$ cat src/rtl/gir_pkg.sv
package gir_pkg;
  // Shared output lines, one per bank, placed after the exclusive lines
  localparam int SHARED_LINES = 3;
  typedef enum logic [1:0] {
    BANK_LOW  = 2'd0,
    BANK_MID  = 2'd1,
    BANK_HIGH = 2'd2
  } bank_id_e;
endpackage

$ cat src/rtl/gir_cfg_reg.sv
module gir_cfg_reg #(
  parameter int WIDTH = 32
) (
  input  logic             clk,
  input  logic             rst,
  input  logic             we,
  input  logic [WIDTH-1:0] wdata,
  output logic [WIDTH-1:0] q
);
  always_ff @(posedge clk) begin
    if (rst)     q <= '0;
    else if (we) q <= wdata;
  end

  // a strobed write loads the word
  p_cfg_load_r9: assert property (@(posedge clk) disable iff (rst)
    we |=> (q == $past(wdata)));
  // without the strobe the word holds
  p_cfg_hold_r9: assert property (@(posedge clk) disable iff (rst)
    !we |=> $stable(q));
endmodule

$ cat src/rtl/gir_direct_sel.sv
module gir_direct_sel #(
  parameter int B0_PINS  = 14,
  parameter int B1_PINS  = 24,
  parameter int B2_PINS  = 32,
  parameter int CFG_W    = 32,
  parameter int N_DIRECT = 38
) (
  input  logic [CFG_W-1:0]    cfg,
  input  logic [B0_PINS-1:0]  b0,
  input  logic [B1_PINS-1:0]  b1,
  input  logic [B2_PINS-1:0]  b2,
  output logic [N_DIRECT-1:0] direct
);
  // Line i: low range picks bank0/bank2, middle range bank1/bank2,
  // top range is owned by bank1 with no selection bit.
  for (genvar i = 0; i < N_DIRECT; i++) begin : g_line
    if (i < B0_PINS) begin : g_low
      assign direct[i] = cfg[i] ? b2[i] : b0[i];
    end else if (i < CFG_W) begin : g_mid
      assign direct[i] = cfg[i] ? b2[i] : b1[i-B0_PINS];
    end else begin : g_fixed
      assign direct[i] = b1[i-B0_PINS];
    end
  end
endmodule

$ cat src/rtl/gir_shared_or.sv
module gir_shared_or #(
  parameter int B0_PINS = 14,
  parameter int B1_MUX  = 18,
  parameter int B2_PINS = 32,
  parameter int CFG_W   = 32
) (
  input  logic [CFG_W-1:0]   cfg,
  input  logic [B0_PINS-1:0] b0,
  input  logic [B1_MUX-1:0]  b1_mux,
  input  logic [B2_PINS-1:0] b2,
  output logic [2:0]         shared
);
  // A set bit hands the line to bank2, so banks 0/1 collect set-bit pins
  // and bank2 collects clear-bit pins.
  always_comb begin
    shared[gir_pkg::BANK_LOW]  = |(b0 & cfg[B0_PINS-1:0]);
    shared[gir_pkg::BANK_MID]  = |(b1_mux & cfg[CFG_W-1:B0_PINS]);
    shared[gir_pkg::BANK_HIGH] = |(b2 & ~cfg);
  end
endmodule

$ cat src/rtl/gpio_irq_router.sv
module gpio_irq_router #(
  parameter int B0_PINS = 14,
  parameter int B1_PINS = 24,
  parameter int B2_PINS = 32
) (
  input  logic                clk,
  input  logic                rst,
  input  logic                cfg_we,
  input  logic [B2_PINS-1:0]  cfg_wdata,
  input  logic [B0_PINS-1:0]  bank0_irq,
  input  logic [B1_PINS-1:0]  bank1_irq,
  input  logic [B2_PINS-1:0]  bank2_irq,
  output logic [B0_PINS+B1_PINS+gir_pkg::SHARED_LINES-1:0] irq_out
);
  localparam int CFG_W    = B2_PINS;
  localparam int N_DIRECT = B0_PINS + B1_PINS;
  localparam int N_OUT    = N_DIRECT + gir_pkg::SHARED_LINES;
  localparam int B1_MUX   = CFG_W - B0_PINS;

  logic [CFG_W-1:0]    cfg_q;
  logic [N_DIRECT-1:0] direct_c;
  logic [2:0]          shared_c;

  gir_cfg_reg #(.WIDTH(CFG_W)) u_cfg (
    .clk(clk), .rst(rst), .we(cfg_we), .wdata(cfg_wdata), .q(cfg_q)
  );

  gir_direct_sel #(
    .B0_PINS(B0_PINS), .B1_PINS(B1_PINS), .B2_PINS(B2_PINS),
    .CFG_W(CFG_W), .N_DIRECT(N_DIRECT)
  ) u_direct (
    .cfg(cfg_q), .b0(bank0_irq), .b1(bank1_irq), .b2(bank2_irq),
    .direct(direct_c)
  );

  gir_shared_or #(
    .B0_PINS(B0_PINS), .B1_MUX(B1_MUX), .B2_PINS(B2_PINS), .CFG_W(CFG_W)
  ) u_shared (
    .cfg(cfg_q), .b0(bank0_irq), .b1_mux(bank1_irq[B1_MUX-1:0]),
    .b2(bank2_irq), .shared(shared_c)
  );

  always_ff @(posedge clk) begin
    if (rst) irq_out <= '0;
    else     irq_out <= {shared_c, direct_c};
  end

  // reset clears every line
  p_reset_clear_r1: assert property (@(posedge clk)
    rst |=> (irq_out == '0));

  // fixed lines track their bank1 pins one cycle later
  for (genvar k = CFG_W; k < N_DIRECT; k++) begin : g_fixed_chk
    p_fixed_line_r4: assert property (@(posedge clk) disable iff (rst)
      1'b1 |=> (irq_out[k] == $past(bank1_irq[k-B0_PINS])));
  end

  // a lone bank0 pin reaches its own line and not the shared line
  for (genvar p = 0; p < B0_PINS; p++) begin : g_b0_chk
    p_b0_direct_r2: assert property (@(posedge clk) disable iff (rst)
      (bank0_irq[p] && !cfg_q[p]) |=> irq_out[p]);
    p_b0_excl_r8: assert property (@(posedge clk) disable iff (rst)
      ((bank0_irq == ({{(B0_PINS-1){1'b0}}, 1'b1} << p)) && !cfg_q[p])
      |=> !irq_out[N_DIRECT]);
  end

  // a lone directly routed bank2 pin never raises its shared line
  for (genvar p = 0; p < B2_PINS; p++) begin : g_b2_chk
    p_b2_excl_r8: assert property (@(posedge clk) disable iff (rst)
      ((bank2_irq == ({{(B2_PINS-1){1'b0}}, 1'b1} << p)) && cfg_q[p])
      |=> !irq_out[N_OUT-1]);
  end

  // an idle bank2 leaves its shared line low
  p_b2_idle_r7: assert property (@(posedge clk) disable iff (rst)
    (bank2_irq == '0) |=> !irq_out[N_OUT-1]);

  // bank1 shared line only rises when some muxed bank1 pin was active
  p_b1_shared_src_r6: assert property (@(posedge clk) disable iff (rst)
    (bank1_irq[B1_MUX-1:0] == '0) |=> !irq_out[N_OUT-2]);
endmodule

$ cat config.mk
export PLATFORM = sky130hd
export DESIGN_NAME = gpio_irq_router
export DESIGN_NICKNAME = d
export VERILOG_FILES = /design/src/rtl/gir_pkg.sv /design/src/rtl/gir_cfg_reg.sv /design/src/rtl/gir_direct_sel.sv /design/src/rtl/gir_shared_or.sv /design/src/rtl/gpio_irq_router.sv
export SDC_FILE = /design/constraint.sdc
export NUM_CORES = 1
export LEC_CHECK = 0
export BUFFER_PORTS_ARGS = -buffer_cell sky130_fd_sc_hd__buf_4
export CAP_MARGIN = 40
export CORE_MARGIN = 2
export CORE_UTILIZATION = 45
export CTS_BUF_LIST = sky130_fd_sc_hd__clkbuf_8 sky130_fd_sc_hd__clkbuf_16
export DETAILED_ROUTE_END_ITERATION = 10
export MAX_ROUTING_LAYER = met4
export PLACE_DENSITY = 0.77
export SETUP_SLACK_MARGIN = 0.15
export SLEW_MARGIN = 20
export SYNTH_ARGS = -nofsm -noshare
export SYNTH_HDL_FRONTEND = slang
export SYNTH_SLANG_ARGS = --single-unit
export TNS_END_PERCENT = 5
$ cat constraint.sdc
create_clock -name clk -period 1.14 [get_ports clk]
set_input_delay 0.171 -clock clk [delete_from_list [all_inputs] [get_ports clk]]
set_output_delay 0.171 -clock clk [all_outputs]
set_load 0.03 [all_outputs]
Word-level counts from Yosys, hierarchy flattened --
Index checks and enable logic that the tools add are counted.
Cells by class: add/sub/neg operators 0, multiply operators 0, div/mod/pow operators 0, $lt $le $gt $ge 0, eq/ne operators 0, shifts and indexed selects 0, muxes and demuxes 32, bitwise logic cells 4, reductions and logical operators 3
Operators with widths (number):
- $and A32 B32 Y32 | 1
- $mux W1 | 32
- $not A32 Y32 | 1
- $reduce_or A32 Y1 | 1
- $and A18 B18 Y18 | 1
- $reduce_or A18 Y1 | 1
- $and A14 B14 Y14 | 1
- $reduce_or A14 Y1 | 1
Word-level totals: register bits 73, bits in latches 0, memory bits (writable) 0, memory bits (read-only) 0, bits of input ports 105, output and inout bits 41, word-level logic and storage cells 41, memories 0

Longest topological paths before layout --
Gate-level depths: netlist (run 1).
word-level depth 3, mapped depth 4, mapped depth without buffers 4

Cells and area by module --
A second synthesis (run 1) with hierarchy kept.
Unflattened totals: cells, all modules 300, area total of the unflattened synthesis 3210.6 sq um
Modules (own cells, without submodules):
- gir_cfg_reg | instances 1, cells each 103, area each 1163.6 sq um, sequential area each 640.6 sq um
- gpio_irq_router | instances 1, cells each 86, area each 1097.3 sq um, sequential area each 820.8 sq um
- gir_direct_sel | instances 1, cells each 38, area each 525.5 sq um, sequential area each 0.0 sq um
- gir_shared_or | instances 1, cells each 73, area each 424.2 sq um, sequential area each 0.0 sq um

Least setup slack after synthesis (run 1) --
OpenSTA, ideal clock, no wires.
path type reg-to-reg, start point register u_cfg.q[22], end point register irq_out[39] (netlist name), arrival time 0.892 ns, required time 1.011 ns, setup slack 0.119 ns, stages on the path, launching flop included 5, path buffers 0, period minus slack after synthesis 1.021 ns, cell sequence dfxtp_1 -> a22o_1 -> a221oi_2 -> and3_1 -> a31oi_1
On the way: cells in the longest elaborated chain, start to end 2
RTL lines:
- from (decl) | line gir_cfg_reg.sv:8 | output logic [WIDTH-1:0] q
- from (signal assigned) | line gir_cfg_reg.sv:12 | else if (we) q <= wdata;
- $and A18 B18 Y18 | line gir_shared_or.sv:17 | shared[gir_pkg::BANK_MID] = |(b1_mux & cfg[CFG_W-1:B0_PINS]);
- $reduce_or A18 Y1 | line gir_shared_or.sv:17
- to (signal assigned) | line gpio_irq_router.sv:45 | else irq_out <= {shared_c, direct_c};
- to (decl) | line gpio_irq_router.sv:13 | output logic [B0_PINS+B1_PINS+gir_pkg::SHARED_LINES-1:0] irq_out
Every way passes these cells. A chain may end at the register's enable or synchronous reset.

Final worst setup path (run 1) --
Ends and elaborated chain as after synthesis.

==> flow_summary.ini, run 1 <==
[floorplan]
die_h_um = 84.0
coreArea_um2 = 6280
dieArea_um2 = 7050
initial_core_util_pct = 45.8
std_cell_rows = 29
num_io_pins = 146
fp.dieW_um = 84.0

[pwr]
ir_worst_vdd_mv = 0.775
p_total_w = 0.00589
power.density_nw_per_um2 = 1300
p_leak_nw = 2.24

[worst_setup_path]
crit_type = register to register
crit_required_ns = 1.35
timing.rr.start = u_cfg.q[22]
endpoint_kind = register
reg2regPathDepth = 4
startpoint_type = register
crit_fanout = 2
rr_endpoint = irq_out[39]
crit_arrival_ns = 1.32
reg2reg_slack_ns = 0.03

[global_route]
gr-total-overflow = 0
grt_pass1_wl_um = 12900
grt_pass1_vias = 2690
grt_max_degree = 54
antenna_found_initial = 0
grt_usage_pct = 23.9

[final_layout]
area_growth_pct = 57.6
final_cell_area_um2 = 4530
drive_gt1_share_pct = 46.6
final_common_cell = buf_4
mostFrequentLayoutCells = buf_4 (133), mux2i_1 (64), nor2_1 (64), dfxtp_1 (44), inv_1 (33)
fin_nets = 562
diodes = 0
fill_cells = 483

[routing]
drt_iter0_markers = 81
wire_per_inst_um = 15.1
vias = 2668
viasPerCell = 4.98
route.met3.wl_um = 519
ant_nets = 0
drt-met1-wl_um = 3600
wl_met2_um = 3910
highest_layer = met4
detail_route.first_pass.iterations = 4
remaining_drc_errors = 0
wirelength_um = 8120

[timing]
fmax_mhz = 900
fin_skew_ns = 0.00556
rsz0062_at_grt = yes
tightestPinTransition_ns = 0.325
relSlewSlack_pct = 78.3
setup_violations = 0
period_minus_slack_ns = 1.11
finalHoldViolCount = 0
finalCritPeriodShare_pct = 97.5
drv_slew = 0

[cts]
clk_pin_slew_ns = 0.07
cts_hold_buffers = 0
clock_latency_ns = 0.33
cts_tree = yes
htree_num_levels = 3
cts_max_path_buffers = 2
cts.sinks = 73
ctsRootBufferMaster = clkbuf_8
cts_buffers = 9

[synth]
seq_area_frac_synth_pct = 50.8
syn_nets = 397
synth.avg_cell_area_um2 = 9.85
ys_ff_latch = 73
synth_area_um2 = 2880
yosysWarnings = 0
ys_types = 18
synthCells = 292

[run]
maxCapViolCount = 0

[hold_path]
hold_class = input port to register
min_delay_path_depth = 2
hold_path_startpoint = bank1_irq[23]
min_to = irq_out[37]

[placed_design]
place.gp.congestion = 0.858
place_hpwl_um = 6320
placed_area_um2 = 4180
io_buffers = 145

[status]
status = completed
## cell usage after synthesis
cell type	number	area (um2)
dfxtp_1	73	1460
mux2i_1	64	641
nor2_1	64	240
inv_1	32	120
o22ai_1	16	100
buf_2	7	35.0
a22o_1	6	52.6
nor2b_1	6	37.5
a221oi_1	4	35.0
nor4_1	4	25.0
a221oi_2	3	45.0
a22oi_1	3	22.5
buf_4	3	22.5
a31oi_1	2	12.5
clkbuf_1	2	7.51
a41oi_1	1	8.76
and3_1	1	6.26
nand2_1	1	3.75
## critical path: stages (launching register included)
cell,delay [ns]
dfxtp_2,0.32
a22o_1,0.21
a221oi_2,0.20
and3_1,0.19
a31oi_1,0.07
## logic make-up after synthesis
logic type      share of synthesized area (%)
mux                                      22.3
buf+inv                                  6.44
flops                                    50.8
compound gates                           9.61
simple gates                             10.9
## through the flow
stage / instances / setup WS (ns) / setup TNS [ns] / hold slack [ns] / utilization [%]
detailed placement: 521 / -0.0392 / -0.0392 / 0.386 / 66.5
global placement: 521 / -0.0231 / -0.0231 / 0.382 / 66.5
floorplan: 292 / 0.119 / 0 / 0.299 / -
global route: 536 / -0.0340 / -0.0462 / 0.0470 / 72.2
CTS: 536 / 0.0386 / 0 / 0.0332 / 69.8
finish: 536 / 0.0285 / 0 / 0.0439 / 72.2
## sequential cells by signal, indices dropped and copies added (netlist names)
register,cells
u_cfg.q,32
irq_out,41
## final cells by class
| type | instances | area [um2] | area share [%] |
|---|---|---|---|
| Clock inverter | 1 | 3.75 | 0.0828 |
| Timing Repair Buffer | 166 | 1400 | 30.8 |
| Tap cell | 77 | 96.3 | 2.13 |
| Multi-Input combinational cell | 175 | 1250 | 27.7 |
| Inverter | 32 | 120 | 2.65 |
| Sequential cell | 73 | 1500 | 33.0 |
| Clock buffer | 12 | 165 | 3.64 |
## layer usage
| metal | up-vias | GRT usage (%) |
|---|---|---|
| met1 | 1223 | 31.1 |
| li1 | 1325 | - |
| met3 | 8 | 4.55 |
| met2 | 112 | 37.7 |
| met4 | 0 | 7.92 |
| met5 | - | - |
## power breakdown
group | switching (W) | internal [W]
Clock | 0.000868 | 0.000926
Sequential | 0.000108 | 0.00273
Combinational | 0.000585 | 0.000669
## how the worst max path moves through the flow
stage | slack, ns | end | startpoint
after CTS | 0.04 | irq_out[39] | u_cfg.q[22]
after floorplan | 0.12 | irq_out[39] | u_cfg.q[22]
after global routing | -0.03 | irq_out[39] | u_cfg.q[31]
after detailed placement | -0.04 | irq_out[40] | u_cfg.q[15]
final | 0.03 | irq_out[39] | u_cfg.q[22]
after global placement | -0.02 | irq_out[38] | u_cfg.q[3]
## what timing repair did
action,in CTS,in global routing
setup buffers,2,0
gates resized for setup,7,56
pin swaps,3,0
endpoints found under the hold margin,0,0
endpoints found under the setup margin,14,33
Power figures use the tool's default switching activity.
==> run 2: changes to the inputs <==
--- a/config.mk
+++ b/config.mk
@@ -7,7 +7,7 @@
 export LEC_CHECK = 0
 export BUFFER_PORTS_ARGS = -buffer_cell sky130_fd_sc_hd__buf_4
 export CAP_MARGIN = 40
-export CORE_MARGIN = 2
+export CORE_MARGIN = 5
 export CORE_UTILIZATION = 45
 export CTS_BUF_LIST = sky130_fd_sc_hd__clkbuf_8 sky130_fd_sc_hd__clkbuf_16
 export DETAILED_ROUTE_END_ITERATION = 10
==> run 2 against run 1 <==
  * Non-clock buffer count down 1
  * Fmax down 0.41%
  * Setup slack worse by 0.0046 ns
==> flow_summary.ini, run 2 (same netlist as run 1, synthesis figures left out) <==
[routing]
wirelength_um = 8960
drt_iter0_markers = 77
wire_per_inst_um = 16.7
detail_route.first_pass.iterations = 5
vias = 2693
remaining_drc_errors = 0
ant_nets = 0
viasPerCell = 5.01

[cts]
clock_latency_ns = 0.34
cts.sinks = 73
cts_buffers = 9
cts_hold_buffers = 0
htree_num_levels = 3
cts_tree = yes
ctsRootBufferMaster = clkbuf_8
cts_max_path_buffers = 2
clk_pin_slew_ns = 0.08

[worst_setup_path]
startpoint_type = register
crit_slowest_cell = dfxtp_2
critPathMaxStageDelay_ns = 0.33
crit_chain = a22o_1 -> a221oi_2 -> and3_1 -> a31oi_1
crit_arrival_ns = 1.33
crit_required_ns = 1.36
crit_family = compound AO/OA/AOI/OAI gates
crit_buf_inv = 0
crit_type = register to register
crit_fanout = 2
endpoint_kind = register

[timing]
fmax_mhz = 896
rsz0062_at_grt = yes
fin_skew_ns = 0.00993
fin_setup_tns_ns = 0
tightestPinTransition_ns = 0.366
drv_slew = 0
period_minus_slack_ns = 1.12
finalCritPeriodShare_pct = 97.9
finalHoldViolCount = 0
setup_violations = 0
relSlewSlack_pct = 75.6

[floorplan]
fp.dieW_um = 90.0
std_cell_rows = 29
initial_core_util_pct = 45.8
die_h_um = 90.0
num_io_pins = 146
coreArea_um2 = 6280
dieArea_um2 = 8090

[placed_design]
io_buffers = 145
place.gp.congestion = 0.828
place.detailed.instances = 520
place_hpwl_um = 6850

[status]
status = completed

[pwr]
p_clk_share_pct = 32.8
power.density_nw_per_um2 = 1330
pwr-share-comb_pct = 20.6
p_seq_share_pct = 46.5
p_leak_nw = 2.27
internal_power_w = 0.00453
p_sw_share_pct = 26.4
ir_worst_vdd_mv = 0.844
switchingPower_w = 0.00162

[global_route]
grt_pass1_vias = 2806
antenna_found_initial = 0
grt_usage_pct = 21.5
gr-total-overflow = 0
grt_max_degree = 32
grt_pass1_wl_um = 13700

[hold_path]
hold_class = input port to register

[final_layout]
mostFrequentLayoutCells = buf_4 (121), mux2i_1 (64), nor2_1 (64), dfxtp_2 (48), buf_6 (40)
top_register = irq_out
area_growth_pct = 61.2
fill_cells = 469
instances_no_fill = 537
diodes = 0
drive_gt1_share_pct = 51.3
largest_reg_flops = 41
top_regs = irq_out (41), u_cfg.q (32)
fin_nets = 561
final_common_cell = buf_4

[run]
maxCapViolCount = 0
run 2: cell types whose count changed in the layout (fill, tap and decap cells not counted), moves of 2 or more:
cell      before  now
dfxtp_2       29   48
dfxtp_1       44   24
buf_6         30   40
clkinv_2       0    2
buf_4        133  121
run 2: repair_timing:
item | in CTS | in global routing
buffers inserted | 1 | 1
resized for setup | 4 | 91
pin swaps | 1 | 4
setup endpoints to repair | 18 | 43
run 2: cell type report:
type | count | area (um2) | area share, %
sequential | 73 | 1530 | 32.9
clock inverter | 4 | 43.8 | 0.945
tap | 77 | 96.3 | 2.08
clock buffer | 11 | 151 | 3.27
timing repair buffer | 165 | 1440 | 31.0
multi-input combinational | 175 | 1260 | 27.2
inverter | 32 | 120 | 2.59
run 2: path summary, 6_finish.rpt:
kind	depth (start not counted)	startpoint	slack, ns	to
max	4	u_cfg.q[22]	0.02	irq_out[39]
min	2	bank1_irq[21]	0.04	irq_out[35]
max reg2reg	4	u_cfg.q[22]	0.02	irq_out[39]
min reg2reg	2	u_cfg.q[3]	0.54	u_cfg.q[3]
run 2: per-stage QoR:
step	hold WS [ns]	worst slack (ns)	util, %	area [um2]	power, W
2_1_floorplan	0.299	0.119	-	2880	0.00343
3_5_place_dp	0.389	-0.0211	66.6	4180	0.00407
4_1_cts	0.0314	0.0213	70.1	4400	0.00606
6_report	0.0367	0.0239	73.8	4640	0.00615
5_1_grt	0.0219	-0.0109	73.8	4640	0.00641
3_3_place_gp	0.381	-0.0389	66.6	4180	0.00405
run 2: routing by layer:
metal / track usage [%] / share of wire (%)
met1: 26.2 / 41
met2: 33.8 / 49
met3: 7.68 / 9.0
met4: 5.58 / 1.2
met5: - / 0
run 2: power by group through the flow:
stage	sequential [W]	combinational (W)	clock, W
2_1_floorplan	0.00306	0.000370	0
3_3_place_gp	0.00287	0.00118	0
3_5_place_dp	0.00288	0.00119	0
4_1_cts	0.00282	0.00120	0.00204
5_1_grt	0.00288	0.00135	0.00218
6_report	0.00286	0.00127	0.00202
